File: config.mk
export PLATFORM = sky130hd
export DESIGN_NAME = swb_uart_tx
export DESIGN_NICKNAME = d
export VERILOG_FILES = /design/src/rtl/swb_pkg.sv /design/src/rtl/swb_start_ctl.sv /design/src/rtl/swb_serializer.sv /design/src/rtl/swb_coll_det.sv /design/src/rtl/swb_uart_tx.sv
export SDC_FILE = /design/constraint.sdc
export NUM_CORES = 1
export LEC_CHECK = 0
export BUFFER_PORTS_ARGS = -buffer_cell sky130_fd_sc_hd__buf_2
export CAP_MARGIN = 20
export CORE_ASPECT_RATIO = 0.9
export CORE_UTILIZATION = 42
export CTS_CLUSTER_DIAMETER = 40
export DETAILED_ROUTE_END_ITERATION = 8
export HOLD_SLACK_MARGIN = 0.06
export SLEW_MARGIN = 20
export SYNTH_ARGS = -nofsm -noshare
export SYNTH_HDL_FRONTEND = slang
export SYNTH_SLANG_ARGS = --single-unit
File: constraint.sdc
create_clock -name clk_i -period 1.6 [get_ports clk_i]
set_input_delay 0.32 -clock clk_i [delete_from_list [all_inputs] [get_ports clk_i]]
set_output_delay 0.32 -clock clk_i [all_outputs]
set_load 0.01 [all_outputs]
File: src/rtl/swb_pkg.sv
package swb_pkg;
  localparam int unsigned SWB_DATA_W = 9;

  typedef struct packed {
    logic samp_tmr;    // judge collisions on timer pulse
    logic auto_off;    // collision drops enable
    logic edge_start;  // start waits for rxd edge
    logic inv;         // line polarity inverted
  } swb_mode_t;
endpackage

File: src/rtl/swb_start_ctl.sv
module swb_start_ctl (
  input  logic               clk_i,
  input  logic               rst_ni,
  input  swb_pkg::swb_mode_t mode_i,
  input  logic               baud_tick_i,
  input  logic               rxd_log_i,
  input  logic               cond_i,
  input  logic               busy_i,
  output logic               start_o
);
  logic rxd_prev_q;
  logic act_edge;

  always_ff @(posedge clk_i or negedge rst_ni) begin
    if (!rst_ni) rxd_prev_q <= 1'b1;
    else         rxd_prev_q <= rxd_log_i;
  end

  // logical 1->0 is the active edge for either polarity
  assign act_edge = rxd_prev_q & ~rxd_log_i;

  always_comb begin
    if (mode_i.edge_start) start_o = ~busy_i & cond_i & act_edge;
    else                   start_o = ~busy_i & cond_i & baud_tick_i;
  end
endmodule

File: src/rtl/swb_serializer.sv
module swb_serializer #(
  parameter int unsigned DATA_W = swb_pkg::SWB_DATA_W
) (
  input  logic              clk_i,
  input  logic              rst_ni,
  input  logic              start_i,
  input  logic              baud_tick_i,
  input  logic              te_i,
  input  logic              det_i,
  input  logic [DATA_W-1:0] data_i,
  output logic              busy_o,
  output logic              tx_bit_o,
  output logic              fin_o,
  output logic              done_o
);
  localparam int unsigned FRAME_LEN = DATA_W + 2;
  localparam int unsigned CNT_W     = $clog2(FRAME_LEN + 1);
  localparam logic [CNT_W-1:0] LAST = CNT_W'(FRAME_LEN - 1);

  logic                 busy_q, fcoll_q, done_q;
  logic [FRAME_LEN-1:0] sh_q;
  logic [CNT_W-1:0]     cnt_q;
  logic                 adv, at_last;

  assign adv     = busy_q & baud_tick_i;
  assign at_last = (cnt_q == LAST);
  assign fin_o   = adv & (~te_i | at_last);

  always_ff @(posedge clk_i or negedge rst_ni) begin
    if (!rst_ni) begin
      busy_q  <= 1'b0;
      sh_q    <= '1;
      cnt_q   <= '0;
      fcoll_q <= 1'b0;
      done_q  <= 1'b0;
    end else begin
      done_q <= 1'b0;
      if (start_i) begin
        busy_q  <= 1'b1;
        sh_q    <= {1'b1, data_i, 1'b0};
        cnt_q   <= '0;
        fcoll_q <= 1'b0;
      end else begin
        if (busy_q && det_i) fcoll_q <= 1'b1;
        if (adv) begin
          if (!te_i) begin
            busy_q <= 1'b0;  // abandon frame
          end else if (at_last) begin
            busy_q <= 1'b0;
            done_q <= ~(fcoll_q | det_i);
          end else begin
            sh_q  <= {1'b1, sh_q[FRAME_LEN-1:1]};
            cnt_q <= cnt_q + 1'b1;
          end
        end
      end
    end
  end

  assign busy_o   = busy_q;
  assign tx_bit_o = busy_q ? sh_q[0] : 1'b1;
  assign done_o   = done_q;
endmodule

File: src/rtl/swb_coll_det.sv
module swb_coll_det (
  input  logic               clk_i,
  input  logic               rst_ni,
  input  swb_pkg::swb_mode_t mode_i,
  input  logic               busy_i,
  input  logic               baud_tick_i,
  input  logic               timer_uf_i,
  input  logic               tx_bit_i,
  input  logic               rxd_log_i,
  input  logic               clr_i,
  input  logic               te_wr_i,
  input  logic               te_wdata_i,
  output logic               det_o,
  output logic               coll_o,
  output logic               te_o
);
  logic coll_q, te_q, samp_ev;

  assign samp_ev = mode_i.samp_tmr ? timer_uf_i : baud_tick_i;
  assign det_o   = busy_i & samp_ev & (tx_bit_i ^ rxd_log_i);

  always_ff @(posedge clk_i or negedge rst_ni) begin
    if (!rst_ni) begin
      coll_q <= 1'b0;
      te_q   <= 1'b0;
    end else begin
      if (det_o)      coll_q <= 1'b1;  // detection beats clear
      else if (clr_i) coll_q <= 1'b0;

      if (det_o && mode_i.auto_off) te_q <= 1'b0;
      else if (te_wr_i)             te_q <= te_wdata_i;
    end
  end

  assign coll_o = coll_q;
  assign te_o   = te_q;
endmodule

File: src/rtl/swb_uart_tx.sv
module swb_uart_tx #(
  parameter int unsigned DATA_W = swb_pkg::SWB_DATA_W
) (
  input  logic              clk_i,
  input  logic              rst_ni,
  input  logic              baud_tick_i,
  input  logic              timer_uf_i,
  input  logic              samp_sel_i,
  input  logic              auto_off_i,
  input  logic              edge_start_i,
  input  logic              pol_i,
  input  logic              data_wr_i,
  input  logic [DATA_W-1:0] data_i,
  input  logic              te_wr_i,
  input  logic              te_wdata_i,
  input  logic              coll_clr_i,
  input  logic              rxd_i,
  output logic              txd_o,
  output logic              te_o,
  output logic              coll_o,
  output logic              done_o
);
  swb_pkg::swb_mode_t mode;
  logic [DATA_W-1:0]  data_q;
  logic               valid_q;
  logic               rxd_log, tx_bit, busy, start, fin, det, te, cond;

  assign mode    = '{samp_tmr: samp_sel_i, auto_off: auto_off_i,
                     edge_start: edge_start_i, inv: pol_i};
  assign rxd_log = rxd_i ^ pol_i;
  assign txd_o   = tx_bit ^ pol_i;
  assign cond    = te & valid_q;
  assign te_o    = te;

  always_ff @(posedge clk_i or negedge rst_ni) begin
    if (!rst_ni) begin
      data_q  <= '0;
      valid_q <= 1'b0;
    end else if (fin) begin
      valid_q <= 1'b0;
    end else if (data_wr_i && !busy && !start) begin
      data_q  <= data_i;
      valid_q <= 1'b1;
    end
  end

  swb_start_ctl u_start (
    .clk_i, .rst_ni, .mode_i(mode), .baud_tick_i, .rxd_log_i(rxd_log),
    .cond_i(cond), .busy_i(busy), .start_o(start)
  );

  swb_serializer #(.DATA_W(DATA_W)) u_ser (
    .clk_i, .rst_ni, .start_i(start), .baud_tick_i, .te_i(te), .det_i(det),
    .data_i(data_q), .busy_o(busy), .tx_bit_o(tx_bit), .fin_o(fin),
    .done_o
  );

  swb_coll_det u_det (
    .clk_i, .rst_ni, .mode_i(mode), .busy_i(busy), .baud_tick_i,
    .timer_uf_i, .tx_bit_i(tx_bit), .rxd_log_i(rxd_log),
    .clr_i(coll_clr_i), .te_wr_i, .te_wdata_i, .det_o(det),
    .coll_o, .te_o(te)
  );
endmodule

==> metrics.txt <==
top_reg_cell synth=dfrtp_1; most common library cells after synthesis=dfrtp_1, nand2_1, dfstp_2, nor2_1, mux2_2; Post-Syn Area=1400 um^2; total number of vias=1051; Worst-Margin Slew=0.666 ns; Clock Path Buffers=2; CTS buffer count=5; register area=764 um^2; Crit path largest cell delay=0.40 ns; delay-heaviest family, CP=flip-flops; width of the chip=62.9 um; die footprint=3570 um^2; cell leakage power=0.843 nW; worst-path fanout max=5; placed cell area=1630 um^2; initial DRC count=59; Hold Crit Class=input pin to async pin; Remaining DRCs=0; Fmax=0.654 GHz; Clock Tree Root=clkbuf_8; critical path class=flop to output port; htree depth=2; fraction of registers with async set/reset=100%; Post-Place Cells=197; Clock Latency Late Sink=0.29 ns; Layout Skew=0.00861 ns; max-cap viol count=0; DRT Wirelength=2.93 mm; GRT Total Usage=19.0%; WP data arrival=1.21 ns; FP Rows=19; syn_area_per_cell=11.2 um^2; Clk pin slew, worst setup/hold paths=0.06 ns; Pins Over Slew Limit=0; area of the multi-input gates=599 um^2; Fin Setup TNS=0 ns; Final Hold Violating Endpoints=0; Final nets=188; Distinct cells, synth=37; GPL Wtd Cong=0.723; register area share after synthesis=54.6%; Mapped Cells=125; Worst EP required=1.28 ns; I/O pins=26; crit path launch type=flop; biggest area consumer among synthesized cells=dfrtp_1; antenna fix cells=0; crit path cell chain=buf_8 -> nor2b_1 -> xnor2_1 -> buf_2; Post-DRT Antenna Nets=0; period utilization=95.6%; top cell type's share of synthesized area=33.9%; number of global-route vias before repair=1050; status=completed; Yosys warnings=0; Max VDD drop=0.878 mV; min Tclk post-route=1.53 ns; final cell count without fillers=207; Crit. End Element=output port; Synthesized Nets=149; core area=3110 um^2; #FFs+latches synth=30; Post-synth EDFFs=0; most common cell in the netlist=dfrtp_1; fill count=281; Routed WL per cell=14.1 um; Sink Count=30; Pwr Density=1860 nW/um^2; Port Buffer Count=25; Detailed Routing Iterations Pass 1=5; CP max stage cell=dfrtp_1; final instance area=1810 um^2; initial antenna violation count=0; Via density=5.08; relative slew slack=55.6%; ratio of cells with drive above 1 in the final layout=41.2%; unrepaired setup endpoints after global routing=false; first-pass GRT wire length=4.96 mm; Initial Utilization=45.0%; Setup-failing EPs final=0; grt ovf=0; DP HPWL=2.01 mm; Synth-to-Final Area Change=28.8%; Area contributors post-synth=dfrtp_1, dfstp_2, mux2_2; CTS tree=yes; Crit path buffers/inverters=2; largest net degree at the start of global routing=31; Die Height=56.8 um
==> cell type report <==
type / count / area share, %
well taps: 42 / 2.91
clock buffers: 6 / 4.57
flip-flops and latches: 30 / 42.3
multi-input cells: 87 / 33.2
repair buffers: 37 / 13.0
clock inverters: 2 / 3.33
inverters: 3 / 0.624
==> layer usage <==
layer	vias up	GRT usage (%)	share of wire [%]
li1	516	-	-
met1	501	26.0	47
met2	26	26.9	45
met3	8	6.50	5.5
met4	0	8.97	2.4
met5	-	0	0
==> flip-flops by register name, indices dropped and copies added, names as in the netlist <==
signal,cells
u_det.coll_o,1
data_q,9
valid_q,1
u_ser.fcoll_q,1
u_det.te_o,1
u_ser.done_o,1
u_ser.cnt_q,4
u_ser.sh_q,10
u_ser.busy_o,1
u_start.rxd_prev_q,1
==> cell families after synthesis <==
| family | share of synthesized area, % |
|---|---|
| multiplexers | 8.66 |
| adder cells (fa/ha/maj) | 1.79 |
| AO/OA/AOI/OAI | 10.3 |
| XOR/XNOR | 4.11 |
| flip-flops | 54.6 |
| buffers and inverters | 3.12 |
| AND/OR/NAND/NOR | 17.5 |
==> worst register-to-register path, cell delays in order, from the launching register on <==
cell      delay, ns
dfstp_2        0.52
nand4_1        0.08
o21a_4         0.25
nand3b_4       0.16
mux2_2         0.36
==> stage by stage <==
stage	utilization, %	power, mW	setup slack (ns)	hold WS, ns
after detailed placement	52.5	2.34	0.0251	0.390
after CTS	57.2	3.32	0.00583	0.0784
final	58.0	3.35	0.0710	0.0648
after global routing	58.0	3.57	0.00771	0.119
after global placement	52.5	2.30	0.0671	0.387
after floorplan	-	2.02	0.133	0.0244
==> cells in the final DEF, fill, tap and decap left out, drive strengths merged, types with 2 or more instances in the layout <==
cell    count
a21o        2
a21oi       5
a31oi       7
buf        37
bufinv      2
clkbuf      6
dfrtp      19
dfstp      11
ha          2
inv         3
mux2        9
mux2i       2
nand2      16
nand3       2
nand3b      2
nand4       2
nor2       10
nor3        7
o21ai       2
o32ai       2
xor2        3
==> worst paths after layout <==
| kind | end | slack, ns | cells after the start | from |
|---|---|---|---|---|
| min in group clk_i | u_det.te_o | 0.20 | 2 | auto_off_i |
| min reg2reg | u_ser.done_o | 0.43 | 1 | u_ser.fcoll_q |
| max in group asynchronous | data_q[0] | 1.10 | 1 | rst_ni |
| min | u_det.te_o | 0.06 | 1 | rst_ni |
| max | txd_o | 0.07 | 4 | u_ser.busy_o |
| max reg2reg | data_q[0] | 0.11 | 4 | u_start.rxd_prev_q |
==> timing repair <==
action	4_1_cts	5_1_grt
buffers inserted	0	2
hold buffers	0	0
gates resized for setup	1	2
setup endpoints to repair	1	4
endpoints found under the hold margin	0	0
==> power breakdown <==
group          internal [mW]  total (mW)  switching [mW]
Clock                  0.664       0.955           0.291
Sequential              1.19        1.40           0.215
Combinational          0.533       0.996           0.463
Total                   2.38        3.35           0.969
Note: power is estimated with default switching activity, not from simulation.
